--- config.mk ---
export PLATFORM = sky130hd
export DESIGN_NAME = boundary_sequencer
export DESIGN_NICKNAME = d
export VERILOG_FILES = /design/src/rtl/boundary_sequencer.sv
export SDC_FILE = /design/constraint.sdc
export NUM_CORES = 1
export LEC_CHECK = 0
export ABC_AREA = 1
export BUFFER_PORTS_ARGS = -buffer_cell sky130_fd_sc_hd__buf_2
export CAP_MARGIN = 20
export CORE_MARGIN = 5
export CORE_UTILIZATION = 53
export DETAILED_ROUTE_END_ITERATION = 10
export GPL_ROUTABILITY_DRIVEN = 0
export HOLD_SLACK_MARGIN = 0.02
export PLACE_DENSITY = 0.77
export SLEW_MARGIN = 20
export SYNTH_ARGS = -nofsm -noshare
export SYNTH_HDL_FRONTEND = slang
export SYNTH_SLANG_ARGS = --single-unit
--- constraint.sdc ---
create_clock -name clk -period 3.5 [get_ports clk]
set_input_delay 0.175 -clock clk [delete_from_list [all_inputs] [get_ports clk]]
set_output_delay 0.175 -clock clk [all_outputs]
set_load 0.005 [all_outputs]
--- src/rtl/boundary_sequencer.sv ---
module boundary_sequencer #(
  parameter int CW = 16,
  parameter int AW = 16,
  parameter int QD = 4,
  parameter int DW = 2,
  parameter int RST_DEAD = 5,
  parameter int INT_PRE = 2,
  parameter int INT_TOTAL = 12,
  parameter logic [AW-1:0] RST_PC = 16'h1000,
  parameter logic [AW-1:0] SP_RESET = 16'h0200
) (
  input  logic          clk,
  input  logic          rst_n,
  input  logic          reset_req,
  input  logic          req_push,
  input  logic          req_is_bus,
  input  logic [CW-1:0] req_start,
  input  logic [CW-1:0] req_end,
  input  logic          int_en,
  input  logic          instr_intr,
  input  logic          defer_arm,
  input  logic [3:0]    ins_cycles,
  input  logic [AW-1:0] int_vec,
  output logic          busak,
  output logic          intak,
  output logic          drop,
  output logic          dead,
  output logic          exec,
  output logic          stk_we,
  output logic [AW-1:0] stk_addr,
  output logic [AW-1:0] stk_data,
  output logic [AW-1:0] pc,
  output logic [AW-1:0] sp,
  output logic [CW-1:0] now,
  output logic [DW-1:0] defer
);
  localparam int QAW = $clog2(QD);
  localparam logic [QAW:0]   QFULL = (QAW+1)'(QD);
  localparam logic [CW-1:0]  L_RST = CW'(RST_DEAD);
  localparam logic [CW-1:0]  L_INT = CW'(INT_TOTAL - 1);
  localparam logic [CW-1:0]  L_ACK = CW'(INT_TOTAL - INT_PRE);
  localparam logic [DW-1:0]  D_TOP = DW'(1) << (DW - 1);

  typedef enum logic [1:0] {M_EXEC, M_RST, M_BUS, M_INT} mode_t;

  logic [CW-1:0]  q_st [QD];
  logic [CW-1:0]  q_en [QD];
  logic           q_bus [QD];
  logic [QAW-1:0] hd, tl;
  logic [QAW:0]   cnt;
  mode_t          mode;
  logic [CW-1:0]  left;
  logic           pend, booted, ok_bus, ok_irq;

  logic boundary, has, in_win, late, do_rst, g_bus, g_int, pop, push_ok;
  logic [CW-1:0] f_st, f_en;
  logic f_bus;

  assign f_st     = q_st[hd];
  assign f_en     = q_en[hd];
  assign f_bus    = q_bus[hd];
  assign has      = cnt != '0;
  assign boundary = left == '0;
  assign in_win   = has && f_st <= now && now < f_en;
  assign late     = has && now >= f_en;
  assign do_rst   = boundary && pend && !reset_req;
  assign g_bus    = boundary && !do_rst && in_win && f_bus && ok_bus;
  assign g_int    = boundary && !do_rst && in_win && !f_bus && ok_irq;
  assign drop     = boundary && !do_rst && late;
  assign exec     = boundary && !do_rst && !g_bus && !g_int && !late;
  assign pop      = g_bus || g_int || drop;
  assign push_ok  = req_push && cnt != QFULL;

  assign busak    = g_bus || (mode == M_BUS && left != '0);
  assign intak    = mode == M_INT && left == L_ACK;
  assign dead     = mode != M_EXEC && left != '0;
  assign stk_we   = intak;
  assign stk_addr = sp;
  assign stk_data = pc;

  always_ff @(posedge clk) begin
    if (push_ok) begin
      q_st[tl]  <= req_start;
      q_en[tl]  <= req_end;
      q_bus[tl] <= req_is_bus;
    end
  end

  always_ff @(posedge clk or negedge rst_n) begin
    if (!rst_n) begin
      hd  <= '0;
      tl  <= '0;
      cnt <= '0;
    end else begin
      if (push_ok) tl <= tl + QAW'(1);
      if (pop)     hd <= hd + QAW'(1);
      cnt <= cnt + {{QAW{1'b0}}, push_ok} - {{QAW{1'b0}}, pop};
    end
  end

  always_ff @(posedge clk or negedge rst_n) begin
    if (!rst_n) begin
      now    <= '0;
      left   <= '0;
      mode   <= M_EXEC;
      pend   <= 1'b1;
      booted <= 1'b0;
      ok_bus <= 1'b0;
      ok_irq <= 1'b0;
      pc     <= '0;
      sp     <= SP_RESET;
      defer  <= '0;
    end else begin
      now <= now + CW'(1);
      if (reset_req) pend <= 1'b1;
      if (left != '0) left <= left - CW'(1);
      if (mode == M_INT && left == CW'(1)) pc <= int_vec;
      if (intak) sp <= sp + AW'(1);
      if (do_rst) begin
        pc     <= RST_PC;
        pend   <= 1'b0;
        booted <= 1'b1;
        ok_bus <= 1'b0;
        ok_irq <= 1'b0;
        mode   <= M_RST;
        left   <= booted ? L_RST : '0;
      end else if (g_bus) begin
        mode <= M_BUS;
        left <= f_en - now - CW'(1);
      end else if (g_int) begin
        mode <= M_INT;
        left <= L_INT;
      end else if (exec) begin
        pc     <= pc + AW'(1);
        ok_bus <= instr_intr;
        ok_irq <= instr_intr && int_en;
        defer  <= (defer_arm ? D_TOP : defer) >> 1;
        mode   <= M_EXEC;
        left   <= (ins_cycles == 4'd0) ? '0 : CW'(ins_cycles - 4'd1);
      end else if (drop) begin
        mode <= M_EXEC;
      end
    end
  end
endmodule

==> results.py, run 1 <==
metrics = {
    "critical_path": {
        "reg2reg_depth": 21,
        "r2r_setup_slack_ns": -0.07,
        "path_max_fanout": 7,
        "worstSetupStartpointType": "register",
        "r2r-end": "cnt[1]",
        "critical_path_cell_by_cell": "clkinv_4, clkbuf_16, buf_4, nand2_1, a32oi_2, inv_1, ha_1, a21oi_1, nand2_1, a21oi_2, buf_4, nand2_2, nor2_4, o211ai_4, nand2_2, ha_4, inv_4, ha_4, inv_2, fa_2, inv_1",
        "critical_path.startpoint": "hd[0]",
        "slowest_stage": "fa_2",
        "critical-path-max-stage-delay_ns": 0.51,
        "timing.setup.critical_path_class": "register to register",
        "cp_top_family": "adder cells",
        "r2r_start": "hd[0]",
        "cp_num_buf_inv": 8,
        "worst-endpoint-required_ns": 3.91,
        "critical_path_arrival_ns": 3.97,
        "worst_setup_path_end_kind": "register",
    },
    "sta": {
        "post-route-min-period_ns": 3.567,
        "maxClockFrequency_ghz": 0.2803,
        "worst_slew_margin_rel": 0.4913,
        "timing.final.hold_violations": 0,
        "maxSlewViolCount": 0,
        "setup_viol": 4,
        "setup_slack_ns": -0.06716,
        "worst_clock_skew_ns": 0.02611,
        "layout_worst_path_cycle_share": 1.019,
        "finalHoldWorstSlack_ns": 0.04512,
        "worstMarginPinSlew_ns": 0.7622,
    },
    "placed_design": {
        "port_buffers": 146,
        "placedCellCount": 1525,
        "detailed_place_hpwl_microns": 17730,
        "pre_cts_ws_ns": 0.04909,
    },
    "yosys": {
        "synth_flop_cell": "edfxtp_1",
        "yosysTopAreaCellShare": 0.3538,
        "syn_inst": 1133,
        "syn-num-nets": 1252,
        "synth-edff-count": 132,
        "postSynth.asyncResetShare": 0.3714,
        "synth.top_cells.by_count": "nand2_1, edfxtp_1, inv_1",
        "ys_ff_latch": 210,
        "seq_total_area_yosys": 0.5283,
        "synth.cell_area_sq_mm": 0.01120,
        "synth.distinct_cells": 49,
        "synth.yosys.warnings": 0,
        "synth_largest_area_cell": "edfxtp_1",
        "syn_area_per_cell_sq_um": 9.887,
        "synth.most_common_cell": "nand2_1",
        "netlist_top_cells_area": "edfxtp_1, dfrtp_1, nand2_1",
    },
    "drt": {
        "drc_errors_left": 0,
        "vias_per_cell": 5.515,
        "route.detailed.wl_per_inst_microns": 17.68,
        "firstDrtPassIters": 7,
        "first_iter_violations": 655,
        "ant_nets": 0,
        "detailroute.via_count": 9045,
        "final_wirelength_microns": 29000,
    },
    "min_path": {
        "hp-start": "int_vec[15]",
        "min-delay-path-class": "input pin to register",
        "worst_hold_path.num_cells": 5,
        "hold_path_end": "pc[15]",
    },
    "floorplanning": {
        "dieHeight_microns": 155.4,
        "design.core.area_sq_mm": 0.02089,
        "die_area_sq_mm": 0.02414,
        "placementRows": 53,
        "die_width_microns": 155.4,
        "floorplan.io_pins": 148,
        "effective_utilization_at_floorplan": 0.5363,
    },
    "final_layout": {
        "final_layout_size_suffix_gt1_frac": 0.2674,
        "layout.cells.non_filler": 1640,
        "final_util": 0.6741,
        "syn2layout_area_growth_pct": 25.70,
        "finish.net_count": 1467,
        "insertedDiodeCount": 0,
    },
    "pwr": {
        "p_leak_uw": 0.006380,
        "design_power_total_uw": 5219,
        "power-per-cell-area_mw_per_mm2": 370.6,
        "peakVddDrop_v": 0.0004628,
    },
    "clock_tree": {
        "cts_inserted_buffers": 23,
        "cts.htree.levels": 1,
        "cts_root_buf": "clkbuf_16",
        "cts_num_sinks": 210,
        "tritoncts_clock_tree": "yes",
        "reg_clk_slew_reported_paths_ns": 0.06,
        "clock_latency_at_the_later_pin_of_the_worst_skew_pair_ns": 0.53,
        "clock_tree_buffer_depth": 3,
    },
    "grt": {
        "grt_pass1_vias": 8473,
        "grt_usage": 0.2137,
        "initial_antenna_violation_count": 0,
        "grt_start_max_net_pins": 79,
        "grt_remaining_overflow": 0,
        "first_pass_grt_wire_length_microns": 42170,
    },
    "outcome": {
        "result_of_the_run": "finished, violations left",
        "violations": "negative setup slack",
    },
    "flow_run": {
        "drv_cap": 0,
    },
}
metal layers:
layer | vias to the layer above | GRT usage | share of wire
li1 | 4245 | - | -
met4 | 0 | 0.05711 | 0.040
met1 | 4281 | 0.2712 | 0.40
met5 | - | 0 | 0
met2 | 428 | 0.3794 | 0.49
met3 | 91 | 0.03616 | 0.075
metrics by stage:
| step | setup TNS [ns] | area, sq um |
|---|---|---|
| after global placement | 0 | 12170 |
| after CTS | 0 | 13480 |
| after detailed placement | 0 | 12170 |
| after floorplan | 0 | 11220 |
| final | -0.1928 | 14080 |
| after global routing | -0.5776 | 14080 |
cells by family (layout without fill, tap and decap cells):
group | count (synthesis) | in the layout | share of synthesized area
flip-flops | 210 | 210 | 0.5283
adder cells (fa/ha/maj) | 59 | 59 | 0.06724
AO/OA/AOI/OAI | 193 | 193 | 0.1029
AND/OR/NAND/NOR | 424 | 424 | 0.1748
XOR/XNOR | 58 | 58 | 0.04535
buffers and inverters | 188 | 420 | 0.08109
other | 1 | 1 | 0.0003348
cells in the final DEF, fill, tap and decap left out, types with 4 or more instances in the layout:
master,instances
a32oi_2,7
clkbuf_1,5
xor2_1,42
edfxtp_1,132
a21oi_2,17
clkinv_2,4
o22ai_1,16
buf_2,145
buf_4,50
nand4_1,12
nor2_2,15
clkbuf_8,5
nand3_1,50
ha_4,6
buf_12,6
xnor2_1,16
nor3_1,13
inv_1,111
o21ai_1,9
inv_2,4
nor2_4,4
nand2_2,10
dlygate4sd3_1,47
nand3_2,14
a21o_1,6
nand2_1,200
dfrtp_1,75
a21oi_1,62
a32oi_1,4
ha_1,50
clkbuf_16,28
o21ai_0,56
nor2_1,78
nor4_1,5
or2_2,8
report_power, final:
group          leakage [uW]  switching (uW)  internal (uW)
Clock              0.000388             984           1480
Combinational       0.00384            56.4           60.3
Sequential          0.00215               0           2640
what timing repair did:
action,4_1_cts,5_1_grt
endpoints found under the setup margin,1,4
hold buffers,47,0
gates resized for setup,9,69
pin swaps,2,24
buffers inserted,0,19
gates cloned,1,6
endpoints found under the hold margin,221,0
worst register-to-register path, delay by kind of cell, from the launching register on:
kind,cells,cell delay [ns]
adders and majority gates,4,1.03
buffers and inverters,8,0.72
AOI/OAI and AO/OA,4,0.70
and+or+nand+nor,5,0.53
DFF,1,0.47
worst max-delay path by stage:
stage	endpoint	slack, ns	cells after the start
global placement	cnt[1]	0.13	20
floorplan	cnt[2]	0.01	23
detailed placement	cnt[2]	0.05	21
finish	cnt[1]	-0.07	21
global route	exec	-0.16	18
CTS	cnt[2]	0.009	21
sequential cells by signal (all words and copies together) (netlist names):
register,count
booted,1
defer,1
q_st,64
sp,16
ok_bus,1
hd,2
pc,16
now,16
tl,2
left,16
q_en,64
pend,1
mode,2
cnt,3
q_bus,4
ok_irq,1
cell type report:
class	count	area, sq um
fill	1480	6808
sequential	210	5919
multi-input combinational	735	4654
timing repair buffer	259	1913
clock buffer	33	663.1
inverter	119	471.7
tap	275	344.1
clock inverter	9	115.1
No activity file was read; power rests on OpenSTA's default activity.
==> inputs of run 2 (changes only) <==
Settings changed: CORE_UTILIZATION 53 to 45, CTS_CLUSTER_SIZE from default to 20, PLACE_DENSITY 0.77 to 0.67, SKIP_LAST_GASP from default to 1.
==> results.py, run 2 (synthesized netlist as in run 1, its figures left out) <==
metrics = {
    "outcome": {
        "result_of_the_run": "complete, no violations",
    },
    "sta": {
        "worst_clock_skew_ns": 0.02976,
        "setup_repair_after_global_routing_missed_its_margin": "true",
        "timing.final.hold_violations": 0,
        "layout_worst_path_cycle_share": 0.9879,
        "worstMarginPinSlew_ns": 0.7688,
        "setup_viol": 0,
        "post-route-min-period_ns": 3.458,
        "maxSlewViolCount": 0,
        "maxClockFrequency_ghz": 0.2892,
        "worst_slew_margin_rel": 0.4874,
    },
    "critical_path": {
        "critical_path_arrival_ns": 3.87,
        "cp_num_buf_inv": 6,
        "r2r_setup_slack_ns": 0.04,
        "critical_path.startpoint": "hd[0]",
        "critical_path_cell_by_cell": "clkinv_4, clkbuf_16, o21ai_2, o22ai_2, ha_2, fa_2, inv_2, nand3_2, nand2_1, nand2_1, nand2_1, nand2_2, nand2_2, nor2_4, o211ai_4, nand2_2, ha_4, inv_2, ha_4, inv_2, fa_2, inv_2",
        "slowest_stage": "fa_2",
        "critical-path-top-cell-by-count": "inv_2",
        "cp_top_family": "adder cells",
        "worstSetupStartpointType": "register",
        "crit_end": "cnt[1]",
        "critical_path_depth": 22,
        "critical-path-max-stage-delay_ns": 0.52,
        "r2r-end": "cnt[1]",
        "worst_setup_path_end_kind": "register",
        "worst-endpoint-required_ns": 3.91,
        "timing.setup.critical_path_class": "register to register",
        "r2r_start": "hd[0]",
        "reg2reg_depth": 22,
        "path_max_fanout": 8,
    },
    "drt": {
        "drc_errors_left": 0,
        "ant_nets": 0,
        "route.detailed.wl_per_inst_microns": 15.98,
        "vias_per_cell": 5.076,
        "final_wirelength_microns": 26750,
        "firstDrtPassIters": 7,
        "first_iter_violations": 500,
        "detailroute.via_count": 8498,
    },
    "final_layout": {
        "area_of_the_multi_input_gates_sq_mm": 0.004549,
        "layout_commonest_cell": "nand2_1",
        "finish.net_count": 1453,
        "final_cell_area_sq_mm": 0.01380,
        "final_layout_size_suffix_gt1_frac": 0.2474,
        "num-fill-cells": 2106,
        "reg.largest.list": "q_en (64), q_st (64)",
        "layout.cells.non_filler": 1674,
        "regArea_sq_mm": 0.005919,
        "final_cell_mix": "nand2_1, buf_2, edfxtp_1",
        "syn2layout_area_growth_pct": 23.18,
        "insertedDiodeCount": 0,
    },
    "floorplanning": {
        "dieHeight_microns": 167.8,
        "floorplan.io_pins": 148,
        "effective_utilization_at_floorplan": 0.4593,
        "placementRows": 57,
        "design.core.area_sq_mm": 0.02439,
        "die_width_microns": 167.8,
        "die_area_sq_mm": 0.02815,
    },
    "grt": {
        "first_pass_grt_wire_length_microns": 42040,
        "grt_start_max_net_pins": 56,
        "grt_remaining_overflow": 0,
        "grt_usage": 0.1803,
        "initial_antenna_violation_count": 0,
        "grt_pass1_vias": 8167,
    },
    "placed_design": {
        "detailed_place_hpwl_microns": 18140,
        "port_buffers": 146,
        "postPlaceCellArea_sq_mm": 0.01227,
        "placedCellCount": 1575,
    },
    "clock_tree": {
        "cts_num_sinks": 210,
        "clock_tree_buffer_depth": 3,
        "cts_inserted_buffers": 22,
        "reg_clk_slew_reported_paths_ns": 0.07,
        "cts.htree.levels": 1,
        "clock_latency_at_the_later_pin_of_the_worst_skew_pair_ns": 0.54,
        "cts_root_buf": "clkbuf_16",
        "tritoncts_clock_tree": "yes",
    },
    "flow_run": {
        "drv_cap": 0,
    },
    "pwr": {
        "p_leak_uw": 0.006190,
        "power-per-cell-area_mw_per_mm2": 370.5,
        "peakVddDrop_v": 0.0004158,
    },
    "min_path": {
        "min-delay-path-class": "input pin to register",
    },
}
## run 2: timing repair
action                     in CTS  in global routing
hold endpoints to repair      200                  0
gates cloned                    0                  3
pin swaps                       0                 10
hold buffers                   48                  0
resized for setup               6                 41
setup endpoints to repair       2                  5
setup buffers                   0                  8
## run 2: where the power goes
part | internal, uW | switching [uW] | leakage [uW]
registers | 2640 | 0 | 0.00215
clock network | 1370 | 979 | 0.000353
logic | 61.4 | 57.2 | 0.00369
total | 4080 | 1040 | 0.00619
## run 2: metal layers
layer,GRT usage,up-vias,routed length (microns)
met5,0,-,0
met4,0.03670,0,547
met3,0.02931,38,1557
met2,0.3090,234,12910
met1,0.2443,4011,11730
li1,-,4215,-
## run 2: per-stage QoR
step           power (uW)  hold WS (ns)  worst slack [ns]  setup TNS [ns]  utilization
2_1_floorplan        2697       -0.1206           0.01236               0            -
6_report             5112       0.05750           0.04218               0       0.5657
4_1_cts              5167       0.03553          -0.09129        -0.09853       0.5534
3_3_place_gp         2766        0.2960            0.1343               0       0.5029
5_1_grt              5283       0.08438          -0.08935         -0.1832       0.5657
3_5_place_dp         2768        0.3084           0.07928               0       0.5029
## run 2: final cells by class
class,instances,share of cell area
Sequential cell,210,0.4290
Multi-Input combinational cell,735,0.3297
Timing Repair Buffer,246,0.1250
Clock buffer,33,0.04434
Inverter,119,0.03400
Tap cell,324,0.02938
Clock inverter,7,0.008524
## run 2: worst min-delay path: stages
cell and delay [ns]:
buf_2 0.07, o21ai_0 0.07, nand2_1 0.07, nand2_1 0.05, a21oi_2 0.09
## run 2: worst min path at each step
stage | from | endpoint | slack, ns | depth (start not counted)
6_report | int_vec[13] | pc[13] | 0.06 | 5
5_1_grt | int_vec[7] | pc[7] | 0.08 | 5
4_1_cts | int_vec[9] | pc[9] | 0.04 | 5
3_5_place_dp | rst_n | pc[10] | 0.31 | 1
3_3_place_gp | rst_n | pc[10] | 0.30 | 1
2_1_floorplan | rst_n | booted | -0.12 | 0
